$ cat src/rtl/eff_addr_pkg.sv
package eff_addr_pkg;

   typedef enum logic [2:0] {
      AM_DIRECT   = 3'd0,
      AM_MEMIND   = 3'd1,
      AM_RELATIVE = 3'd2,
      AM_INDEXED  = 3'd3,
      AM_IMMED    = 3'd4,
      AM_REGIND   = 3'd5
   } addr_mode_e;

   typedef enum logic {
      SQ_IDLE = 1'b0,
      SQ_WAIT = 1'b1
   } seq_state_e;

endpackage

$ cat src/rtl/ea_mode_calc.sv
module ea_mode_calc
   import eff_addr_pkg::*;
#(
   parameter int AW          = 12,
   parameter int FW          = 12,
   parameter bit REL_SIGNED  = 1'b1,
   parameter int INSTR_WORDS = 2
) (
   input  logic [2:0]    mode_i,
   input  logic [FW-1:0] field_i,
   input  logic [AW-1:0] instr_addr_i,
   input  logic [AW-1:0] index_i,
   input  logic [AW-1:0] reg_i,
   output logic [AW-1:0] ea_o,
   output logic          legal_o,
   output logic          needs_mem_o
);

   localparam int            PAD       = AW - FW;
   localparam logic [AW-1:0] STEP_WORD = AW'(1);
   localparam logic [AW-1:0] STEP_NEXT = AW'(INSTR_WORDS);

   logic [AW-1:0] field_ext;
   logic [AW-1:0] rel_off;

   generate
      if (PAD == 0) begin : g_full
         assign field_ext = field_i;
         assign rel_off   = field_i;
      end else begin : g_pad
         assign field_ext = {{PAD{1'b0}}, field_i};
         if (REL_SIGNED) begin : g_sext
            assign rel_off = {{PAD{field_i[FW-1]}}, field_i};
         end else begin : g_zext
            assign rel_off = field_ext;
         end
      end
   endgenerate

   always_comb begin
      ea_o        = '0;
      legal_o     = 1'b1;
      needs_mem_o = 1'b0;
      case (mode_i)
         AM_DIRECT:   ea_o = field_ext;
         AM_MEMIND: begin
            ea_o        = field_ext;
            needs_mem_o = 1'b1;
         end
         AM_RELATIVE: ea_o = instr_addr_i + STEP_NEXT + rel_off;
         AM_INDEXED:  ea_o = field_ext + index_i;
         AM_IMMED:    ea_o = instr_addr_i + STEP_WORD;
         AM_REGIND:   ea_o = reg_i;
         default:     legal_o = 1'b0;
      endcase
   end

endmodule

$ cat src/rtl/ea_mem_seq.sv
module ea_mem_seq
   import eff_addr_pkg::*;
#(
   parameter int AW = 12
) (
   input  logic          clk,
   input  logic          rst_n,
   input  logic          launch_i,
   input  logic [AW-1:0] addr_i,
   input  logic          mem_ack_i,
   input  logic [AW-1:0] mem_data_i,
   output logic          mem_req_o,
   output logic [AW-1:0] mem_addr_o,
   output logic          busy_o,
   output logic          fin_o,
   output logic [AW-1:0] fin_data_o
);

   seq_state_e state_q;

   always_ff @(posedge clk or negedge rst_n) begin
      if (!rst_n) begin
         state_q    <= SQ_IDLE;
         mem_addr_o <= '0;
      end else begin
         case (state_q)
            SQ_IDLE: if (launch_i) begin
               state_q    <= SQ_WAIT;
               mem_addr_o <= addr_i;
            end
            SQ_WAIT: if (mem_ack_i) state_q <= SQ_IDLE;
            default: state_q <= SQ_IDLE;
         endcase
      end
   end

   assign mem_req_o  = (state_q == SQ_WAIT);
   assign busy_o     = mem_req_o;
   assign fin_o      = mem_req_o && mem_ack_i;
   assign fin_data_o = mem_data_i;

   // request and its address hold until acknowledged
   a_r6_req_hold: assert property (@(posedge clk) disable iff (!rst_n)
      (mem_req_o && !mem_ack_i) |=> (mem_req_o && $stable(mem_addr_o)));

   // a launch is never taken while a read is outstanding
   a_r8_no_relaunch: assert property (@(posedge clk) disable iff (!rst_n)
      (mem_req_o && !mem_ack_i) |=> $stable(mem_addr_o));

endmodule

$ cat src/rtl/eff_addr_unit.sv
module eff_addr_unit
   import eff_addr_pkg::*;
#(
   parameter int AW          = 12,
   parameter int FW          = 12,
   parameter bit REL_SIGNED  = 1'b1,
   parameter int INSTR_WORDS = 2
) (
   input  logic          clk,
   input  logic          rst_n,
   input  logic          start_i,
   input  logic [2:0]    mode_i,
   input  logic [FW-1:0] field_i,
   input  logic [AW-1:0] instr_addr_i,
   input  logic [AW-1:0] index_i,
   input  logic [AW-1:0] reg_i,
   input  logic          mem_ack_i,
   input  logic [AW-1:0] mem_data_i,
   output logic          mem_req_o,
   output logic [AW-1:0] mem_addr_o,
   output logic          busy_o,
   output logic          done_o,
   output logic [AW-1:0] ea_o,
   output logic          illegal_o
);

   initial begin
      assert (FW >= 2 && FW <= AW) else $error("field width must lie in 2..AW");
      assert (INSTR_WORDS >= 2)    else $error("instruction needs at least two words");
   end

   logic [AW-1:0] calc_ea;
   logic          calc_legal;
   logic          calc_mem;
   logic          seq_busy;
   logic          seq_fin;
   logic [AW-1:0] seq_data;
   logic          accept;
   logic          launch;
   logic          quick_fin;

   ea_mode_calc #(
      .AW(AW), .FW(FW), .REL_SIGNED(REL_SIGNED), .INSTR_WORDS(INSTR_WORDS)
   ) u_calc (
      .mode_i       (mode_i),
      .field_i      (field_i),
      .instr_addr_i (instr_addr_i),
      .index_i      (index_i),
      .reg_i        (reg_i),
      .ea_o         (calc_ea),
      .legal_o      (calc_legal),
      .needs_mem_o  (calc_mem)
   );

   assign accept    = start_i && !seq_busy;
   assign launch    = accept && calc_mem;
   assign quick_fin = accept && !calc_mem;

   ea_mem_seq #(.AW(AW)) u_seq (
      .clk        (clk),
      .rst_n      (rst_n),
      .launch_i   (launch),
      .addr_i     (calc_ea),
      .mem_ack_i  (mem_ack_i),
      .mem_data_i (mem_data_i),
      .mem_req_o  (mem_req_o),
      .mem_addr_o (mem_addr_o),
      .busy_o     (seq_busy),
      .fin_o      (seq_fin),
      .fin_data_o (seq_data)
   );

   assign busy_o = seq_busy;

   always_ff @(posedge clk or negedge rst_n) begin
      if (!rst_n) begin
         done_o    <= 1'b0;
         ea_o      <= '0;
         illegal_o <= 1'b0;
      end else begin
         done_o    <= quick_fin || seq_fin;
         illegal_o <= quick_fin && !calc_legal;
         if (quick_fin)    ea_o <= calc_legal ? calc_ea : '0;
         else if (seq_fin) ea_o <= seq_data;
      end
   end

   // an accepted non-memory start completes on the next cycle
   a_r1_done_next: assert property (@(posedge clk) disable iff (!rst_n)
      (start_i && !busy_o && mode_i != AM_MEMIND) |=> done_o);

   // acknowledge leads to completion and a dropped request
   a_r6_ack_done: assert property (@(posedge clk) disable iff (!rst_n)
      (mem_req_o && mem_ack_i) |=> (done_o && !mem_req_o));

   // the illegal flag only appears with completion
   a_r7_illegal_done: assert property (@(posedge clk) disable iff (!rst_n)
      illegal_o |-> done_o);

   // the address holds while no completion is shown
   a_r10_ea_hold: assert property (@(posedge clk) disable iff (!rst_n)
      !done_o |-> $stable(ea_o));

endmodule

$ cat config.mk
export PLATFORM = sky130hd
export DESIGN_NAME = eff_addr_unit
export DESIGN_NICKNAME = d
export VERILOG_FILES = /design/src/rtl/eff_addr_pkg.sv /design/src/rtl/ea_mode_calc.sv /design/src/rtl/ea_mem_seq.sv /design/src/rtl/eff_addr_unit.sv
export SDC_FILE = /design/constraint.sdc
export NUM_CORES = 1
export LEC_CHECK = 0
export ABC_CLOCK_PERIOD_IN_PS = 1600
export BUFFER_PORTS_ARGS = -buffer_cell sky130_fd_sc_hd__buf_2
export CAP_MARGIN = 20
export CORE_MARGIN = 2
export CORE_UTILIZATION = 47
export DETAILED_ROUTE_END_ITERATION = 16
export GPL_TIMING_DRIVEN = 0
export PLACE_DENSITY_LB_ADDON = 0.25
export SYNTH_ARGS = -nofsm -noshare
export SYNTH_HDL_FRONTEND = slang
export SYNTH_SLANG_ARGS = --single-unit
export TNS_END_PERCENT = 5
$ cat constraint.sdc
create_clock -name clk -period 1.6 [get_ports clk]
set_clock_uncertainty 0.15 [all_clocks]
set_input_delay 0.32 -clock clk [delete_from_list [all_inputs] [get_ports clk]]
set_output_delay 0.32 -clock clk [all_outputs]
set_load 0.03 [all_outputs]
==> flow_summary_export.csv <==
group,metric,value,unit
synthesis,ys.flop_type,"dfrtp_1",
synthesis,avgSynthCellArea,8.53,um^2
placed_design,dp_hpwl,6.54,mm
finish,drive_above_1_share,0.382,
routing,wl_per_cell,16.4,um
routing,drtAntennaViolNets,0,
run_status,failed_checks,"negative setup slack",
synthesis,synth_common_cells,"ha_1, nand2_1, dfrtp_1",
routing,firstDrtPassIters,6,
synthesis,synthXorXnorAreaFrac,0.0897,
sta,rsz0062_at_grt,"yes",
sta,fmax,0.432,GHz
finish,layout.nets,537,
grt,grt_util_all_layers,0.245,
grt,met2_usage,0.434,
placed_design,numPortBuffers,94,
finish,num_antenna_cells,0,
clocking,htreeDepth,1,
routing,drc,0,
worst_setup_path,cp-end-kind,"flip-flop",
worst_setup_path,worstPathRequired,1610,ps
worst_setup_path,cp.arrival,2320,ps
grt,busiest_layer,"met2",
pwr,cellPowerDensity,749,mW/mm^2
placed_design,placed_cell_area,0.00345,mm^2
synthesis,yosys-top-cells-area,"dfrtp_1, ha_1, xnor2_1, nand2_1, a21oi_1",
sta,drv_slew,0,
clocking,cts_root_buf,"clkbuf_8",
grt,antenna_found_initial,0,
grt,grt_pass1_wl,12.9,mm
synthesis,synth_edf_count,0,
clocking,cts_tree,"built",
routing,drt_wl_total,8.35,mm
synthesis,syn_area,0.00283,mm^2
sta,finalCriticalPeriod,2320,ps
run_status,status,"complete, but fails checks",
clocking,cts.sink_count,27,
routing,drt_iter0_markers,212,
finish,final_design_area_no_fill,0.00374,mm^2
synthesis,synth_compound_area_frac,0.269,
worst_setup_path,crit_path_max_fanout,3,
floorplanning,die_h,81.6,um
synthesis,yosysMostFrequentCell,"ha_1",
clocking,worstSkewPairLatency,260,ps
placed_design,place_congestion,0.948,
finish,area_growth,32.0,%
sta,max-slew-margin-rel,0.513,
floorplanning,dieArea,0.00666,mm^2
floorplanning,initial_core_util,0.481,
grt,grt_pass1_vias,2764,
synthesis,synth_top_family_by_area,"compound AO/OA/AOI/OAI gates",
sta,setup_violations,20,
finish,fillers,506,
worst_setup_path,start_kind,"primary input",
job,maxCapViolCount,0,
sta,hold_slack,103,ps
grt,grt_start_max_net_pins,28,
synthesis,synth.area.mux_share,0.0269,
pwr,p_leak,1.71,nW
floorplanning,ios,95,
grt,use_met3,0.0198,
synthesis,synthArstFlopShare,1.00,
worst_setup_path,r2r_cells,6,
clocking,clk_pin_slew,80,ps
sta,period_share,1.45,
min_path,whs_path_depth,2,
sta,finalHoldViolCount,0,
synthesis,syn_inst,332,
sta,fin_tns_setup,-6820,ps
synthesis,seq_area_frac_synth,0.239,
pwr,irDropWorstVdd,548,uV
worst_setup_path,crit_type,"primary input to flip-flop",
min_path,min_path_type,"primary input to flip-flop",
synthesis,yosys_warnings,0,
synthesis,synthAdderAreaFrac,0.160,
synthesis,synth_cell_type_count,56,
floorplanning,die_x,81.6,um
floorplanning,design.core.area,0.00589,mm^2
synthesis,synth_simple_gate_area_frac,0.174,
floorplanning,num_rows,28,
synthesis,syn-num-nets,434,
routing,routed-via-count,2941,
grt,grt-ovfl-total,0,
clocking,cts_buffer_depth,2,
sta,tightest_slew,727,ps
grt,use_met1,0.326,
routing,via_per_inst,5.78,
synthesis,synth-seq-cells,27,
synthesis,yosys.area.top_type,"dfrtp_1",
sta,layout_setup_ws,-717,ps
synthesis,synth_top_area_frac,0.239,
clocking,cts_inserted_buffers,3,
metal layers:
metal,routed length [um],part of all wire
met5,0,0
met3,608,0.073
met4,63,0.0075
met1,3660,0.44
met2,4010,0.48
per-stage QoR:
step / instances / power [W] / worst slack, ps / utilization
after global placement: 501 / 0.00229 / -1160 / 0.586
after floorplan: 332 / 0.00187 / -784 / -
final: 509 / 0.00280 / -717 / 0.635
after detailed placement: 501 / 0.00231 / -1170 / 0.586
after CTS: 509 / 0.00276 / -710 / 0.624
after global routing: 509 / 0.00299 / -815 / 0.635
critical path, cell delays in order:
cell and delay, ps:
buf_8 80, inv_6 30, ha_4 250, inv_2 40, ha_4 150, fa_2 370, a21oi_2 170, o2111ai_2 180
o31ai_2 230, xnor2_1 130, a221oi_2 290, a21oi_2 80
logic make-up (layout without fill, tap and decap cells):
kind of cell | count (synthesis) | count (layout)
compound gates | 111 | 111
xor+xnor | 29 | 29
fa+ha+maj | 35 | 35
buf+inv | 28 | 130
flops | 27 | 27
mux | 7 | 7
simple gates | 95 | 95
layout make-up:
| type | count | area, um^2 | share of cell area |
|---|---|---|---|
| sequential | 27 | 676 | 0.181 |
| clock inverter | 1 | 5.00 | 0.00134 |
| timing repair buffer | 98 | 531 | 0.142 |
| buffer | 12 | 63.8 | 0.0171 |
| clock buffer | 3 | 41.3 | 0.0110 |
| inverter | 16 | 72.6 | 0.0194 |
| tap | 75 | 93.8 | 0.0251 |
| multi-input combinational | 277 | 2260 | 0.604 |
flip-flops by register name (all words and copies together), names as in the netlist:
signal and count:
u_seq.busy_o 1, ea_o 12, illegal_o 1, u_seq.mem_addr_o 12, done_o 1
path summary, 6_finish.rpt:
| check | startpoint | endpoint | slack [ps] |
|---|---|---|---|
| max | instr_addr_i[1] | ea_o[9] | -720 |
| min | mem_ack_i | u_seq.busy_o | 100 |
| max reg2reg | u_seq.busy_o | ea_o[7] | -100 |
| min reg2reg | u_seq.mem_addr_o[10] | u_seq.mem_addr_o[10] | 340 |
| max in group asynchronous | rst_n | ea_o[8] | 500 |
| min in group asynchronous | rst_n | done_o | 430 |
cell usage in the layout (no fill, tap or decap), drive strengths merged, types with 4 or more instances in the layout:
cell,n
dfrtp,27
nand3,10
and2,5
clkbuf,9
ha,33
xor2,11
and3,4
a21oi,22
nor2,20
inv,16
a22oi,13
xnor2,18
nand4,4
a222oi,4
o21ai,35
nor2b,6
a221oi,7
mux2,5
nor3,5
buf,103
a211oi,5
nand2,31
a2bb2oi,4
o211ai,5
report_power, final:
| group | internal (W) | leakage, nW | switching, W |
|---|---|---|---|
| registers | 0.000812 | 0.342 | 0.0000650 |
| clock network | 0.000174 | 0.0255 | 0.000200 |
| logic | 0.000608 | 1.34 | 0.000944 |
timing repair:
action                     in CTS  in global routing
hold endpoints to repair       27                  0
setup endpoints to repair      24                 23
resized for setup              35                 16
hold buffers                    1                  0
pin swaps                      20                  3
buffers inserted                3                  0
No activity file was read; power rests on OpenSTA's default activity.
